==> config.mk <==
export PLATFORM = sky130hd
export DESIGN_NAME = adc_step_seq
export DESIGN_NICKNAME = d
export VERILOG_FILES = /design/src/rtl/adcseq_pkg.sv /design/src/rtl/adcseq_conv_stub.sv /design/src/rtl/adcseq_step_pick.sv /design/src/rtl/adcseq_fifo.sv /design/src/rtl/adc_step_seq.sv
export SDC_FILE = /design/constraint.sdc
export NUM_CORES = 1
export LEC_CHECK = 0
export ABC_AREA = 1
export BUFFER_PORTS_ARGS = -buffer_cell sky130_fd_sc_hd__buf_2
export CELL_PAD_IN_SITES_DETAIL_PLACEMENT = 1
export CELL_PAD_IN_SITES_GLOBAL_PLACEMENT = 2
export CORE_AREA = 2 2 497 499
export CTS_CLUSTER_SIZE = 28
export DETAILED_ROUTE_END_ITERATION = 10
export DIE_AREA = 0 0 499 501
export GPL_ROUTABILITY_DRIVEN = 0
export PLACE_DENSITY_LB_ADDON = 0.1
export SETUP_SLACK_MARGIN = 0.4
export SLEW_MARGIN = 20
export SYNTH_ARGS = -nofsm -noshare
export SYNTH_HDL_FRONTEND = slang
export SYNTH_SLANG_ARGS = --single-unit
export TNS_END_PERCENT = 20
==> constraint.sdc <==
create_clock -name clk -period 6.1 [get_ports clk]
set_input_delay 0.305 -clock clk [delete_from_list [all_inputs] [get_ports clk]]
set_output_delay 0.305 -clock clk [all_outputs]
set_load 0.03 [all_outputs]
==> src/rtl/adcseq_pkg.sv <==
// Package: shared state encoding and field positions for the step sequencer.
// Assumes 32-bit configuration and delay words.
package adcseq_pkg;
    typedef enum logic [2:0] {
        ST_IDLE, ST_ARM, ST_TRIG, ST_OPEN, ST_SDLY, ST_CONV, ST_STORE
    } seq_state_e;

    localparam int WORD_W   = 32;
    localparam int SEL_W    = 4;
    localparam int F_MODE   = 0;
    localparam int F_AVG    = 2;
    localparam int F_NEG    = 15;
    localparam int F_POS    = 19;
    localparam int F_QSEL   = 26;
    localparam int D_OPEN   = 0;
    localparam int D_SDLY   = 24;
    localparam int R_TAG    = 16;
    localparam logic [1:0] MODE_CONT   = 2'd1;
    localparam logic [1:0] MODE_HWSYNC = 2'd2;
endpackage

==> src/rtl/adcseq_conv_stub.sv <==
// Converter stub: after a start pulse, returns level[pos]-level[neg]+idx
// with a one-cycle done pulse CONV_CYCLES+1 clocks later.
// Assumes start is not re-issued while a conversion is running.
module adcseq_conv_stub import adcseq_pkg::*; #(
    parameter int NCHAN       = 8,
    parameter int DW          = 12,
    parameter int IDX_W       = 4,
    parameter int CONV_CYCLES = 13,
    localparam int CNT_W      = $clog2(CONV_CYCLES + 1)
) (
    input  logic                clk,
    input  logic                rst_n,
    input  logic                start,
    input  logic [SEL_W-1:0]    pos_sel,
    input  logic [SEL_W-1:0]    neg_sel,
    input  logic [IDX_W-1:0]    idx,
    input  logic [NCHAN*DW-1:0] levels,
    output logic                done,
    output logic [DW-1:0]       data
);
    logic [DW-1:0]    lvl_p, lvl_n, held;
    logic [CNT_W-1:0] cnt;
    logic             active;

    // Pick the two levels; selects outside the channel range read as zero.
    always_comb begin
        lvl_p = '0;
        lvl_n = '0;
        for (int c = 0; c < NCHAN; c++) begin
            if (pos_sel == SEL_W'(c)) lvl_p = levels[c*DW +: DW];
            if (neg_sel == SEL_W'(c)) lvl_n = levels[c*DW +: DW];
        end
    end

    // Count out the conversion time and present the result with done.
    always_ff @(posedge clk) begin
        if (!rst_n) begin
            active <= 1'b0;
            cnt    <= '0;
            held   <= '0;
            done   <= 1'b0;
            data   <= '0;
        end else begin
            done <= 1'b0;
            if (start) begin
                active <= 1'b1;
                cnt    <= CNT_W'(CONV_CYCLES - 1);
                held   <= lvl_p - lvl_n + DW'(idx);
            end else if (active) begin
                if (cnt == '0) begin
                    active <= 1'b0;
                    done   <= 1'b1;
                    data   <= held;
                end else begin
                    cnt <= cnt - 1'b1;
                end
            end
        end
    end
endmodule

==> src/rtl/adcseq_step_pick.sv <==
// Lowest-set-bit finder over the candidate step mask.
// Purely combinational; idx is zero when nothing is found.
module adcseq_step_pick #(
    parameter int NSTEPS = 16,
    localparam int SW    = $clog2(NSTEPS)
) (
    input  logic [NSTEPS-1:0] cand,
    output logic              found,
    output logic [SW-1:0]     idx
);
    // Scan from the top so the lowest set bit is the last one to win.
    always_comb begin
        idx = '0;
        for (int i = NSTEPS - 1; i >= 0; i--) begin
            if (cand[i]) idx = SW'(i);
        end
        found = |cand;
    end
endmodule

==> src/rtl/adcseq_fifo.sv <==
// Result queue with show-ahead head, drop-on-full and zero-on-empty reads.
// Reports overrun and underflow as single-cycle pulses.
module adcseq_fifo #(
    parameter int W     = 32,
    parameter int DEPTH = 16,
    localparam int AW   = (DEPTH > 1) ? $clog2(DEPTH) : 1,
    localparam int CW   = $clog2(DEPTH + 1)
) (
    input  logic          clk,
    input  logic          rst_n,
    input  logic          push,
    input  logic [W-1:0]  wdata,
    input  logic          pop,
    output logic [W-1:0]  rdata,
    output logic [CW-1:0] count,
    output logic          ovf,
    output logic          udf
);
    logic [W-1:0]  mem [DEPTH];
    logic [AW-1:0] wp, rp;
    logic          full, empty, do_push, do_pop;

    assign full    = (count == CW'(DEPTH));
    assign empty   = (count == '0);
    assign do_push = push && !full;
    assign do_pop  = pop && !empty;
    assign ovf     = push && full;
    assign udf     = pop && empty;
    assign rdata   = empty ? '0 : mem[rp];

    // Store an accepted word.
    always_ff @(posedge clk) begin
        if (do_push) mem[wp] <= wdata;
    end

    // Move the pointers and the count.
    always_ff @(posedge clk) begin
        if (!rst_n) begin
            wp    <= '0;
            rp    <= '0;
            count <= '0;
        end else begin
            if (do_push) wp <= (wp == AW'(DEPTH - 1)) ? '0 : wp + 1'b1;
            if (do_pop)  rp <= (rp == AW'(DEPTH - 1)) ? '0 : rp + 1'b1;
            count <= count + CW'(do_push) - CW'(do_pop);
        end
    end
endmodule

==> src/rtl/adc_step_seq.sv <==
// Step sequencer: walks the enabled steps in ascending order. For each
// step it waits out the open delay, then for each sample waits the sample
// delay and runs one stub conversion. It averages the samples and pushes
// a tagged result into queue 0 or 1.
// Assumes AVG_MAX <= 7, NSTEPS <= 16 and DW <= 16.
module adc_step_seq import adcseq_pkg::*; #(
    parameter int NSTEPS      = 16,
    parameter int NCHAN       = 8,
    parameter int DW          = 12,
    parameter int AVG_MAX     = 4,
    parameter int OPEN_W      = 18,
    parameter int SDLY_W      = 8,
    parameter int CONV_CYCLES = 13,
    parameter int FIFO_DEPTH  = 16,
    localparam int SW         = $clog2(NSTEPS),
    localparam int CW         = $clog2(FIFO_DEPTH + 1)
) (
    input  logic                    clk,
    input  logic                    rst_n,
    input  logic                    seq_enable,
    input  logic                    tag_enable,
    input  logic                    power_down,
    input  logic                    hw_trig,
    input  logic                    step_en_wr,
    input  logic [NSTEPS-1:0]       step_en_wdata,
    output logic [NSTEPS-1:0]       step_en,
    input  logic [NSTEPS*32-1:0]    step_cfg,
    input  logic [NSTEPS*32-1:0]    step_dly,
    input  logic [NCHAN*DW-1:0]     chan_level,
    input  logic [1:0]              fifo_pop,
    input  logic [CW-1:0]           fifo_thresh0,
    input  logic [CW-1:0]           fifo_thresh1,
    output logic [31:0]             fifo0_rdata,
    output logic [31:0]             fifo1_rdata,
    output logic [CW-1:0]           fifo0_count,
    output logic [CW-1:0]           fifo1_count,
    input  logic [7:0]              irq_clr,
    output logic [7:0]              irq_status,
    output logic                    busy
);
    localparam int ACC_W = DW + AVG_MAX;

    seq_state_e          st;
    logic [SW-1:0]       cur;
    logic [OPEN_W-1:0]   cnt;
    logic [AVG_MAX-1:0]  smp;
    logic [ACC_W-1:0]    acc;
    logic [NSTEPS-1:0]   mask;
    logic                conv_start, conv_done;
    logic [DW-1:0]       conv_data;

    logic [WORD_W-1:0]   cfg, dly;
    logic [1:0]          mode;
    logic [2:0]          code_raw, code;
    logic [AVG_MAX-1:0]  n_last;
    logic [OPEN_W-1:0]   open_dly, samp_dly;
    logic [NSTEPS-1:0]   above, mask_done, cand;
    logic                pick_found;
    logic [SW-1:0]       pick_idx;
    logic [DW-1:0]       avg_val;
    logic [WORD_W-1:0]   res_word;
    logic                storing, eos;

    logic [1:0]          q_push, q_ovf, q_udf, q_thr;
    logic [WORD_W-1:0]   q_rdata [2];
    logic [CW-1:0]       q_count [2];
    logic [CW-1:0]       q_thresh [2];

    // Decode the fields of the current step.
    always_comb begin
        cfg      = step_cfg[cur*WORD_W +: WORD_W];
        dly      = step_dly[cur*WORD_W +: WORD_W];
        mode     = cfg[F_MODE +: 2];
        code_raw = cfg[F_AVG +: 3];
        code     = (code_raw > 3'(AVG_MAX)) ? 3'(AVG_MAX) : code_raw;
        n_last   = AVG_MAX'((1 << code) - 1);
        open_dly = dly[D_OPEN +: OPEN_W];
        samp_dly = OPEN_W'(dly[D_SDLY +: SDLY_W]);
    end

    // Work out the next step candidates and the result word.
    always_comb begin
        above     = ({NSTEPS{1'b1}} << cur) << 1;
        mask_done = (mode == MODE_CONT) ? mask : (mask & ~(NSTEPS'(1) << cur));
        cand      = (st == ST_IDLE) ? mask : (mask_done & above);
        avg_val   = DW'(acc >> code);
        res_word  = '0;
        res_word[DW-1:0]   = avg_val;
        res_word[R_TAG +: 4] = tag_enable ? 4'(cur) : 4'b0;
        storing   = (st == ST_STORE) && !power_down;
        eos       = storing && !pick_found;
    end

    adcseq_step_pick #(.NSTEPS(NSTEPS)) u_pick (
        .cand  (cand),
        .found (pick_found),
        .idx   (pick_idx)
    );

    adcseq_conv_stub #(
        .NCHAN(NCHAN), .DW(DW), .IDX_W(AVG_MAX), .CONV_CYCLES(CONV_CYCLES)
    ) u_conv (
        .clk     (clk),
        .rst_n   (rst_n),
        .start   (conv_start),
        .pos_sel (cfg[F_POS +: SEL_W]),
        .neg_sel (cfg[F_NEG +: SEL_W]),
        .idx     (smp),
        .levels  (chan_level),
        .done    (conv_done),
        .data    (conv_data)
    );

    // Sequencer state machine: arm, trigger, open delay, samples, store.
    always_ff @(posedge clk) begin
        if (!rst_n) begin
            st         <= ST_IDLE;
            cur        <= '0;
            cnt        <= '0;
            smp        <= '0;
            acc        <= '0;
            conv_start <= 1'b0;
        end else if (power_down) begin
            st         <= ST_IDLE;
            conv_start <= 1'b0;
        end else begin
            conv_start <= 1'b0;
            unique case (st)
                ST_IDLE: if (seq_enable && pick_found) begin
                    cur <= pick_idx;
                    st  <= ST_ARM;
                end
                ST_ARM: begin
                    cnt <= open_dly;
                    smp <= '0;
                    acc <= '0;
                    st  <= (mode == MODE_HWSYNC) ? ST_TRIG : ST_OPEN;
                end
                ST_TRIG: if (hw_trig) st <= ST_OPEN;
                ST_OPEN: begin
                    if (cnt == '0) begin
                        cnt <= samp_dly;
                        st  <= ST_SDLY;
                    end else begin
                        cnt <= cnt - 1'b1;
                    end
                end
                ST_SDLY: begin
                    if (cnt == '0) begin
                        conv_start <= 1'b1;
                        st         <= ST_CONV;
                    end else begin
                        cnt <= cnt - 1'b1;
                    end
                end
                ST_CONV: if (conv_done) begin
                    acc <= acc + ACC_W'(conv_data);
                    if (smp == n_last) begin
                        st <= ST_STORE;
                    end else begin
                        smp <= smp + 1'b1;
                        cnt <= samp_dly;
                        st  <= ST_SDLY;
                    end
                end
                ST_STORE: begin
                    if (pick_found) begin
                        cur <= pick_idx;
                        st  <= ST_ARM;
                    end else begin
                        st  <= ST_IDLE;
                    end
                end
                default: st <= ST_IDLE;
            endcase
        end
    end

    // Step enable mask: a write wins over the one-shot clear.
    always_ff @(posedge clk) begin
        if (!rst_n)          mask <= '0;
        else if (step_en_wr) mask <= step_en_wdata;
        else if (storing)    mask <= mask_done;
    end

    assign q_thresh[0] = fifo_thresh0;
    assign q_thresh[1] = fifo_thresh1;

    // One result queue per destination, selected by the routing bit.
    for (genvar q = 0; q < 2; q++) begin : g_queue
        assign q_push[q] = storing && (cfg[F_QSEL] == 1'(q));
        assign q_thr[q]  = (q_thresh[q] != '0) && (q_count[q] >= q_thresh[q]);
        adcseq_fifo #(.W(WORD_W), .DEPTH(FIFO_DEPTH)) u_fifo (
            .clk   (clk),
            .rst_n (rst_n),
            .push  (q_push[q]),
            .wdata (res_word),
            .pop   (fifo_pop[q]),
            .rdata (q_rdata[q]),
            .count (q_count[q]),
            .ovf   (q_ovf[q]),
            .udf   (q_udf[q])
        );
    end

    // Sticky flags: events set, write-one clears, set wins.
    always_ff @(posedge clk) begin
        if (!rst_n) irq_status <= '0;
        else irq_status <= (irq_status & ~irq_clr) |
            {q_udf[1], q_ovf[1], q_thr[1], q_udf[0], q_ovf[0], q_thr[0], eos, 1'b0};
    end

    assign fifo0_rdata = q_rdata[0];
    assign fifo1_rdata = q_rdata[1];
    assign fifo0_count = q_count[0];
    assign fifo1_count = q_count[1];
    assign step_en     = mask;
    assign busy        = (st != ST_IDLE);
endmodule

==> results of run 1 <==
-- layout by cell type, fill, tap and decap left out, types with 12 or more instances in the layout --
cell type,instances
buf_2,845
nand2_1,713
edfxtp_1,512
nor2_1,470
o21ai_0,402
a21oi_1,282
a22oi_1,251
inv_1,246
buf_4,143
nand3_1,132
dfxtp_1,128
diode_2,117
o221ai_1,108
clkbuf_16,80
ha_1,66
o22ai_1,40
conb_1,32
o211ai_1,30
dlygate4sd3_1,24
xor2_1,23
nor3_1,22
nand4_1,21
clkinv_1,19
clkinv_2,16
clkbuf_1,13
buf_12,13
inv_2,12
or2_2,12
-- final timing paths --
check / slack [ns] / startpoint / end
setup / recovery: 0.80 / cur[0] / g_queue[1].u_fifo.mem[3][6]
setup reg to reg: 0.80 / cur[0] / g_queue[1].u_fifo.mem[3][6]
hold reg to reg: 0.44 / irq_status[0] / irq_status[0]
hold / removal: 0.09 / chan_level[95] / u_conv.held[11]
-- final cells by class --
type                    instances  share of cell area [%]
clock buffers                  95                    4.44
clock inverters                53                    1.13
inverters                     265                    2.19
repair buffers               1028                    12.6
well taps                    3220                    8.66
diodes                        117                   0.629
multi-input cells            2758                    31.5
flip-flops and latches        646                    38.8
-- per-stage QoR --
| stage | power [uW] | hold slack [ns] | std cells |
|---|---|---|---|
| 2_1_floorplan | 9500 | 0.377 | 3942 |
| 3_3_place_gp | 13000 | 0.420 | 7881 |
| 3_5_place_dp | 13000 | 0.432 | 7881 |
| 4_1_cts | 18000 | 0.0260 | 8059 |
| 5_1_grt | 18900 | 0.0643 | 8145 |
| 6_report | 17600 | 0.0897 | 8182 |
-- state kept, by name (all words and copies together), names as in the netlist, named ones only --
register	flops
cnt	18
u_conv.held	12
step_en	15
u_conv.active	1
cur	4
smp	4
g_queue.u_fifo.count	10
g_queue.u_fifo.mem	512
u_conv.data	12
g_queue.u_fifo.rp	8
conv_start	1
acc	16
st	3
u_conv.done	1
g_queue.u_fifo.wp	8
u_conv.cnt	4
irq_status	8
-- worst min-delay path, cell delays in order --
cell and delay (ns):
buf_2 0.09, nand2_1 0.05, nand3_1 0.09, nand3_1 0.07
nand2_1 0.08, a21oi_1 0.05
-- power breakdown --
group / internal [uW] / leakage, uW / switching (uW)
sequential: 5040 / 0.00582 / 170
combinational: 2240 / 0.0110 / 5390
clock: 2680 / 0.00126 / 2140
-- logic make-up (layout without fill, tap and decap cells) --
group | after synthesis | after routing
and+or+nand+nor | 1430 | 1431
xor gates and xnor gates | 27 | 27
DFF | 646 | 646
buffers and inverters | 539 | 1441
adders and majority gates | 74 | 74
other | 1 | 149
AOI/OAI and AO/OA | 1194 | 1194
-- per-layer routing --
metal  share of wire (%)  global-route usage, %  vias to the layer above
met1                  45                   23.8                    16696
met2                  47                   31.0                      872
met4                 2.8                   4.82                       88
met5                0.22                      0                        -
met3                 5.6                   4.32                      234
li1                    -                      -                    15796
-- timing repair --
item,4_1_cts,5_1_grt
setup buffers,5,4
hold endpoints to repair,21,0
pin swaps,1,3
setup endpoints to repair,1,21
gates resized for setup,4,26
hold buffers,24,0
cloned,1,1
==> metrics.md, run 1 <==
| Metric | Value |
|---|---|
| Status | finished clean |
| Initial antenna violation count | 124 |
| Synth Cell Area | roughly 35,000 um2 |
| Share of cells above drive strength 1 | 25.0% |
| Most common cell in the synthesized netlist | nand2_1 |
| Syn. warnings | 0 |
| Leading area contributor after synthesis | edfxtp_1 |
| Worst-path clk slew | 0.06 ns |
| Reg2reg path depth | 14 |
| Die width | 499 um |
| Fin. Hold Viols | 0 |
| Kind of critical path | register to register |
| Number of CTS-inserted buffers | 79 |
| Worst-skew pair later-pin latency | 0.71 ns |
| Clock Path Buffers | 3 |
| DRC | 0 |
| CORE AREA | 245,000 um2 |
| Final min period | ~5.3 ns |
| Final setup violation count | 0 |
| H-tree levels | 3 |
| Multi-input gate area | ~15,000 um2 |
| Max_cap viols | 0 |
| Final TNS setup | 0 ns |
| Worst slew margin | 11.3% |
| Synth top area cells | edfxtp_1, nand2_1, dfxtp_1 |
| Largest family of logic cells by synthesized area | compound AO/OA/AOI/OAI gates |
| Hpwl dp | ~190,000 um |
| Largest net degree at the start of global routing | 86 |
| Placement Cell Area | between 40,000 and 50,000 um2 |
| IO Count | between 1,000 and 1,500 |
| I/O Buffers | between 800 and 900 |
| Skew final | around 0.044 ns |
| EDFF count, synth | just over 500 |
| Post-route cell area | between 40,000 and 50,000 um2 |
| Drt wl/cell | 29.2 um |
| Vias per cell | 4.12 |
| Worst path cell trace | inv_8 -> buf_12 -> buf_12 -> nor2_4 -> buf_4 -> a22oi_1 -> nand2_1 -> nand2_1 -> nand4_1 -> nand2_1 -> o21ai_0 -> o21ai_0 -> a221oi_4 -> buf_4 |
| Hold crit path type | primary input to register |
| CTS tree | built |
| Crit path largest cell delay | between 0.6 and 0.7 ns |
| Post-synth ARST share | 0% |
| Worst hold path depth | 6 |
| Synth Area in Compound Gates | between 20% and 30% |
| Average size of a mapped cell | between 8 and 9 um2 |
| Fin crit share | just under 90% |
| RSZ-0062 raised after global routing | false |
| Critical path required time | 6.53 ns |
| Worst path arrival time | ~5.7 ns |
| Critical Path Stages | 14 |
| Leak | approximately 0.018 uW |
| Setup crit start kind | register |
| PwrDens | between 300 and 400 nW/um2 |
| Sink Count | around 650 |
| Worst-path fanout max | 32 |
| Worst path bufs/invs | 5 |
| Tightest Pin Transition | approximately 1.3 ns |
| Worst IR Drop VDD | 0.206 mV |
| Fmax | between 0.15 and 0.2 GHz |
| # rows | approximately 180 |
| Multiplexer share of the synthesized area | 0% |
| Post-Syn Instances | slightly below 4,000 |
| Gr usage total | a little under a fifth |
| Worst setup margin | between 0.8 and 0.9 ns |
| Flops & latches, synth | approximately 650 |
| Fillers | about 29,000 |
| First-pass detailed-route iteration total | 5 |
| Synth-to-Final Area Change | 34.0% |
| Slew Limit Fails | 0 |
| Distinct cells, synth | 59 |
| Synth cell count leaders | nand2_1, edfxtp_1, nor2_1, o21ai_0, a21oi_1 |
| Antenna viol nets, final | 0 |
| WL final | about 240,000 um |
| Sequential share of the synthesized area | between 50% and 60% |
| DR vias | 33,686 |
| Die footprint | about 250,000 um2 |
| Post-Synth XOR/XNOR Area | less than 1% |
| Initial DRC Count | between 1,500 and 2,000 |
| Final design utilization | 19.0% |
| Final nets | 6,015 |
| Root Buffer | clkbuf_16 |
| Die height | about 500 um |
| FF+latch area | around 18,000 um2 |
| Global route overflow | 0 |
| Initial Util | between 10 and 15% |
| Simple-Gate Fraction of Synth Area | around 17% |
| Slowest cell on crit path | nor2_4 |
| Synth Area in Adders | under 10% |
| Yosys top cell area share | about 44% |
| First-pass GRT wire length | about 320,000 um |
| Worst path most repeated cell | nand2_1 |
| Vias in the first global route | 35,503 |
| CP delay by family, top | simple AND/OR/NAND/NOR gates |
| Prevailing post-synth register cell | edfxtp_1 |
| Worst setup EP type | register |
| Pre-CTS WS | roughly 0.33 ns |
Power figures use the tool's default switching activity.
==> run 2: changes to the inputs <==
--- a/config.mk
+++ b/config.mk
@@ -5,14 +5,13 @@
 export SDC_FILE = /design/constraint.sdc
 export NUM_CORES = 1
 export LEC_CHECK = 0
-export ABC_AREA = 1
 export BUFFER_PORTS_ARGS = -buffer_cell sky130_fd_sc_hd__buf_2
 export CELL_PAD_IN_SITES_DETAIL_PLACEMENT = 1
 export CELL_PAD_IN_SITES_GLOBAL_PLACEMENT = 2
-export CORE_AREA = 2 2 497 499
+export CORE_AREA = 2 2 492 494
 export CTS_CLUSTER_SIZE = 28
 export DETAILED_ROUTE_END_ITERATION = 10
-export DIE_AREA = 0 0 499 501
+export DIE_AREA = 0 0 494 496
 export GPL_ROUTABILITY_DRIVEN = 0
 export PLACE_DENSITY_LB_ADDON = 0.1
 export SETUP_SLACK_MARGIN = 0.4
==> run 2 against run 1 <==
Effect of this change:
- synthesized cell count shrank 40%
- cell count shrank 19%
- critical path type unchanged
- power shrank 20%
==> metrics.md, run 2 <==
| Metric | Value |
|---|---|
| Initial DRC Count | between 1,500 and 2,000 |
| Share of cells above drive strength 1 | 46.1% |
| CTS tree | built |
| Slew Limit Fails | 0 |
| Most common cell after layout, fill and taps aside | buf_2 |
| Drt wl/cell | between 30 and 40 um |
| Fmax | about 0.19 GHz |
| Final TNS setup | 0 ns |
| Vias per cell | between 3 and 4 |
| Sink Count | 646 |
| Gr usage total | between 10% and 20% |
| Syn. warnings | 0 |
| Tightest Pin Transition | 0.964 ns |
| Synth cell count leaders | edfxtp_1, mux4_2, nor2_1, dfxtp_1, nand2_1 |
| Root Buffer | clkbuf_16 |
| Worst slew margin | roughly 36% |
| Die height | 496 um |
| First-pass GRT wire length | between 200,000 and 300,000 um |
| Fin crit share | between 80% and 90% |
| Fin. Hold Viols | 0 |
| Max_cap viols | 0 |
| Synth-to-Final Area Change | 34.2% |
| Post-synth ARST share | 0% |
| Distinct cells, synth | 78 |
| Worst setup EP type | register |
| Leading area contributor after synthesis | edfxtp_1 |
| Reg with most FFs | g_queue.u_fifo.mem |
| Global route overflow | 0 |
| DRC | 0 |
| Die footprint | approximately 250,000 um2 |
| Prevailing post-synth register cell | edfxtp_1 |
| Worst path arrival time | between 5 and 6 ns |
| WL final | about 210,000 um |
| Final setup violation count | 0 |
| Yosys top cell area share | ~45% |
| Worst-path fanout max | 12 |
| Hold crit path type | primary input to register |
| EDFF count, synth | just over 500 |
| Worst-path clk slew | 0.06 ns |
| DR vias | roughly 26,000 |
| Vias in the first global route | approximately 28,000 |
| I/O Buffers | between 800 and 900 |
| RSZ-0062 raised after global routing | true |
| Final nets | roughly 4,500 |
| Kind of critical path | register to register |
| Post-Syn Instances | between 2,000 and 2,500 |
| Leak | 0.0157 uW |
| Status | finished clean |
| Critical path required time | about 6.7 ns |
| Largest net degree at the start of global routing | 62 |
| CORE AREA | roughly 240,000 um2 |
| # rows | 180 |
| First-pass detailed-route iteration total | 5 |
| Flops & latches, synth | ~650 |
| PwrDens | about 300 nW/um2 |
| Clock Path Buffers | 3 |
| Synth Cell Area | 34,400 um2 |
| Sequential share of the synthesized area | 52.5% |
| Setup crit start kind | register |
| Biggest regs | g_queue.u_fifo.mem: 512 flops, cnt: 18 flops, acc: 16 flops |
| IO Count | between 1,000 and 1,500 |
| Worst-skew pair later-pin latency | 0.68 ns |
| WHS | 0.153 ns |
| Antenna viol nets, final | 0 |
| Initial antenna violation count | approximately 140 |
| Number of CTS-inserted buffers | a little over 80 |
| H-tree levels | 3 |
| Final min period | between 5 and 6 ns |
| Die width | about 490 um |
| Hpwl dp | 164,000 um |
| Skew final | 0.0351 ns |
| Worst IR Drop VDD | approximately 0.18 mV |
| Most frequent cells in the layout | buf_2, edfxtp_1, mux4_2 |
| Initial Util | around 14% |
| Average size of a mapped cell | 14.7 um2 |
| Most common cell in the synthesized netlist | edfxtp_1 |
| Largest register FFs | ~500 |
| Synth top area cells | edfxtp_1, mux4_2, dfxtp_1 |
==> run 2: repair_timing <==
item	CTS	global route
endpoints found under the setup margin	0	4
endpoints found under the hold margin	24	0
hold buffers	28	0
setup buffers	0	3
gates resized for setup	0	11
==> run 2: final timing paths <==
path / startpoint / endpoint / slack (ns) / depth (start not counted)
setup / recovery: cur[0] / u_conv.held[10] / 0.76 / 22
hold / removal: hw_trig / st[1] / 0.15 / 4
setup reg to reg: cur[0] / u_conv.held[10] / 0.76 / 22
hold reg to reg: irq_status[0] / irq_status[0] / 0.48 / 1
==> run 2: per-stage QoR <==
stage	util, %	cell area [um2]	cells	setup slack (ns)	total power, uW
after floorplan	-	34500	2368	0.879	7540
after global routing	19.2	46000	6544	0.401	14800
after CTS	19.2	45900	6536	0.453	14400
final	19.3	46200	6609	0.755	14000
after global placement	18.0	43100	6365	0.470	9520
after detailed placement	18.0	43100	6365	0.498	9520
==> run 2: logic make-up after synthesis <==
logic type	after synthesis	synth area share [%]
DFF	646	52.5
and+or+nand+nor	515	7.14
muxes	442	25.9
AOI/OAI and AO/OA	372	7.12
buffers and inverters	239	3.26
adders and majority gates	74	2.84
xor gates and xnor gates	48	1.22
other	1	0.0109
==> run 2: power breakdown <==
part / switching (uW) / leakage, uW / internal (uW)
combinational: 2590 / 0.00912 / 1750
sequential: 184 / 0.00540 / 4800
clock: 2020 / 0.00123 / 2690
total: 4800 / 0.0157 / 9240
==> run 2: layout make-up <==
class / instances / area [um2]
Timing Repair Buffer: 1027 / 5710
Tap cell: 3185 / 3990
Antenna cell: 69 / 173
Fill cell: 26977 / 193000
Multi-Input combinational cell: 1483 / 15500
Inverter: 56 / 215
Sequential cell: 646 / 18100
Clock buffer: 102 / 2180
Clock inverter: 41 / 335
==> run 2: critical path, stage by stage (launching register included) <==
cell       delay (ns)
dfxtp_4          0.42
buf_4            0.15
clkbuf_16        0.17
mux4_2           0.51
a22oi_2          0.21
nand2_2          0.15
a21oi_4          0.15
and2_1           0.54
a21oi_1          0.14
a31o_2           0.28
fa_1             0.48
buf_4            0.15
fa_1             0.38
a21o_1           0.22
a21oi_2          0.16
o21bai_1         0.08
a21oi_1          0.20
o21bai_1         0.09
a21oi_1          0.20
o21bai_1         0.08
a21oi_1          0.21
buf_4            0.14
o211ai_1         0.08
==> run 2: layer usage <==
| metal | GRT usage [%] | up-vias | wire (um) |
|---|---|---|---|
| met5 | 0 | - | 331 |
| li1 | - | 11307 | - |
| met2 | 25.2 | 1008 | 90600 |
| met3 | 4.70 | 239 | 15700 |
| met4 | 2.27 | 52 | 2510 |
| met1 | 22.9 | 13457 | 96100 |
==> run 3: changes to the inputs <==
--- a/config.mk
+++ b/config.mk
@@ -8,15 +8,17 @@
 export BUFFER_PORTS_ARGS = -buffer_cell sky130_fd_sc_hd__buf_2
 export CELL_PAD_IN_SITES_DETAIL_PLACEMENT = 1
 export CELL_PAD_IN_SITES_GLOBAL_PLACEMENT = 2
-export CORE_AREA = 2 2 492 494
+export CORE_AREA = 2 2 485 487
 export CTS_CLUSTER_SIZE = 28
 export DETAILED_ROUTE_END_ITERATION = 10
-export DIE_AREA = 0 0 494 496
+export DIE_AREA = 0 0 487 489
 export GPL_ROUTABILITY_DRIVEN = 0
+export MAX_ROUTING_LAYER = met4
 export PLACE_DENSITY_LB_ADDON = 0.1
 export SETUP_SLACK_MARGIN = 0.4
 export SLEW_MARGIN = 20
 export SYNTH_ARGS = -nofsm -noshare
 export SYNTH_HDL_FRONTEND = slang
+export SYNTH_HIERARCHICAL = 1
 export SYNTH_SLANG_ARGS = --single-unit
 export TNS_END_PERCENT = 20
==> run 3 against run 2 <==
Effect of this change:
- clock skew up 0.022 ns
- synthesized area up 58%
- via count up 40%
- flip-flop and latch count up 512
- die area down 2.8%
- critical path type unchanged
- largest power group unchanged
==> metrics.md, run 3 <==
| Metric | Value |
|---|---|
| Status | finished clean |
| IO Count | approximately 1,300 |
| P_sw | 7140 uW |
| Sequential fraction of design power | around two fifths |
| Die width | a little under 500 um |
| Post-route insts no fill | approximately 8,000 |
| Fin crit share | 87.6% |
| Fmax | 0.187 GHz |
| Critical path required time | 6.75 ns |
| Worst-path fanout max | 24 |
| CTS tree | built |
| Reg with most FFs | g_queue.u_fifo/mem |
| Final min period | ~5.3 ns |
| Worst path arrival time | ~6.0 ns |
| Distinct cells, synth | 89 |
| Synth Area in Adders | 1.75% |
| Largest net degree at the start of global routing | 84 |
| Number of CTS-inserted buffers | between 100 and 150 |
| RSZ-0062 raised after global routing | false |
| Leading area contributor after synthesis | edfxtp_1 |
| Vias per cell | roughly 4.5 |
| Clock group share of total power | ~37% |
| DR vias | 36,516 |
| Yosys top cell area share | between 50 and 60% |
| # rows | roughly 180 |
| Fin. Hold Viols | 0 |
| Skew final | between 0.05 and 0.06 ns |
| Most common cell in the synthesized netlist | edfxtp_1 |
| Clock Path Buffers | 3 |
| Largest register FFs | just over 1,000 |
| Setup crit start kind | register |
| Worst-skew pair later-pin latency | ~0.82 ns |
| Post-synth ARST share | 0% |
| H-tree levels | 4 |
| Post-CTS Setup Bufs | 0 |
| Max_cap viols | 0 |
| Synth cell count leaders | edfxtp_1, mux4_2, mux2i_1, dfxtp_1, nor2_1 |
| Multiplexer share of the synthesized area | 23.0% |
| Average size of a mapped cell | 17.1 um2 |
| First-pass detailed-route iteration total | 5 |
| Final setup violation count | 0 |
| DRC | 0 |
| Cells after DPL | about 7,500 |
| Leak | approximately 0.024 uW |
| Antenna viol nets, final | 0 |
| Crit path largest cell delay | 0.75 ns |
| Global route overflow | 0 |
| Worst setup EP type | register |
| Die footprint | approximately 240,000 um2 |
| Final design utilization | approximately 30% |
| Synth Cell Area | approximately 54,000 um2 |
| Worst path most repeated cell | mux4_2 |
| Slowest cell on crit path | mux4_2 |
| Worst path cell trace | mux4_2 -> mux4_2 -> mux4_2 -> mux2i_1 -> nor2_1 -> fa_1 -> fa_1 -> a21o_1 -> a21oi_1 -> o21bai_1 -> a21oi_1 -> nor3_1 -> or3b_1 |
| Initial DRC Count | about 2,900 |
| Initial Util | between 20% and 30% |
| Sequential share of the synthesized area | 61.4% |
| I/O Buffers | about 880 |
| Root Buffer | clkbuf_16 |
| First-pass GRT wire length | about 340,000 um |
| Kind of critical path | register to register |
| Synth-to-Final Area Change | 29.3% |
| Share of cells above drive strength 1 | 36.9% |
| Power Internal | ~16,000 uW |
| Gate power share | approximately a quarter |
| EDFF count, synth | between 1,000 and 1,500 |
| Flops & latches, synth | roughly 1,200 |
| Most frequent cells in the layout | edfxtp_1, buf_2, conb_1 |
| Synth top area cells | edfxtp_1, mux4_2, dfxtp_1 |
| Hold crit path type | primary input to register |
| Initial antenna violation count | 170 |
| WL final | 254,000 um |
| Prevailing post-synth register cell | edfxtp_1 |
| Simple-Gate Fraction of Synth Area | slightly below 6% |
| Largest family of logic cells by synthesized area | multiplexers |
| Hpwl dp | 193,000 um |
| Worst slew margin | between 20% and 30% |
| Tightest Pin Transition | 1.18 ns |
| Post-Syn Instances | roughly 3,200 |
| Final nets | between 5,000 and 6,000 |
| Drt wl/cell | between 30 and 40 um |
| Vias in the first global route | 38,018 |
| Final TNS setup | 0 ns |
| Synth Area in Compound Gates | ~5.2% |
| CORE AREA | between 200,000 and 250,000 um2 |
| Sw Ratio | a little under a third |
| PwrDens | between 300 and 400 nW/um2 |
| Die height | 489 um |
| Worst-path clk slew | around 0.06 ns |
| Biggest regs | g_queue.u_fifo/mem: 1024 flops, cnt: 18 flops, acc: 16 flops |
| Gr usage total | a little over a fifth |
| Syn. warnings | 6 |
| Post-Synth XOR/XNOR Area | 0.643% |
| Slew Limit Fails | 0 |
| Sink Count | about 1,200 |
| Worst IR Drop VDD | approximately 0.19 mV |
| Most common cell after layout, fill and taps aside | edfxtp_1 |
==> run 3: changes by cell type after synthesis, sizes merged, moves of 41 or more <==
| cell | change |
|---|---|
| edfxtp | +512 |
| mux2i | +77 |
| nor3 | +63 |
| nor2 | -41 |
| a221o | +60 |
| mux4 | +123 |
==> run 3: path summary, 6_finish.rpt <==
kind | from | end | cells past startpoint | slack, ns
worst max-delay path | cur[0] | u_conv/held[10] | 13 | 0.76
worst min-delay path | step_en_wr | step_en[7] | 3 | 0.14
worst max register to register | cur[0] | u_conv/held[10] | 13 | 0.76
worst min register to register | u_conv/held[6] | u_conv/held[6] | 2 | 0.48
==> run 3: logic make-up (layout without fill, tap and decap cells) <==
| family | after synthesis | count (layout) |
|---|---|---|
| xor gates and xnor gates | 40 | 40 |
| other | 1 | 731 |
| buffers and inverters | 261 | 1337 |
| DFF | 1158 | 1158 |
| AOI/OAI and AO/OA | 391 | 391 |
| and+or+nand+nor | 604 | 604 |
| muxes | 650 | 650 |
| adders and majority gates | 72 | 72 |
==> run 3: final cells by class <==
cell class                      instances  area, um2
Antenna cell                          219        548
Clock buffer                          185       3790
Clock inverter                         73        797
Fill cell                           24981     163000
Inverter                               49        184
Multi-Input combinational cell       2269      22000
Sequential cell                      1158      33500
Tap cell                             3060       3830
Timing Repair Buffer                 1030       5800
==> run 3: what timing repair did <==
action | CTS | global route
hold buffers | 51 | 0
resized for setup | 0 | 0
setup endpoints to repair | 0 | 0
hold endpoints to repair | 48 | 0
==> run 3: critical path: cells and delay by family (launching register included) <==
family / cells / cell delay, ns
mux: 4 / 2.19
compound gates: 4 / 0.80
flops: 1 / 0.66
fa+ha+maj: 2 / 0.96
simple gates: 3 / 0.55
==> run 3: per-layer routing <==
layer / global-route usage, % / part of all wire [%]
met1: 28.7 / 44
met2: 30.9 / 43
met3: 6.43 / 8.3
met4: 8.45 / 4.1
met5: - / 0
==> run 3: per-stage QoR <==
stage | setup slack, ns | power (uW) | instance area [um2] | hold WS (ns)
2_1_floorplan | 0.257 | 12400 | 56400 | 0.381
3_3_place_gp | 0.725 | 14600 | 64800 | 0.462
3_5_place_dp | 0.750 | 14600 | 64800 | 0.472
4_1_cts | 0.723 | 23200 | 69900 | 0.0511
5_1_grt | 0.468 | 23800 | 70400 | 0.170
6_report | 0.755 | 22800 | 70400 | 0.140
==> run 3: power by group through the flow <==
stage / Combinational (uW) / Clock [uW] / Sequential (uW)
after CTS: 5610 / 8700 / 8940
final: 5500 / 8370 / 8930
after detailed placement: 5540 / 0 / 9110
after global placement: 5530 / 0 / 9100
after global routing: 5910 / 8960 / 8950
after floorplan: 3400 / 0 / 8970
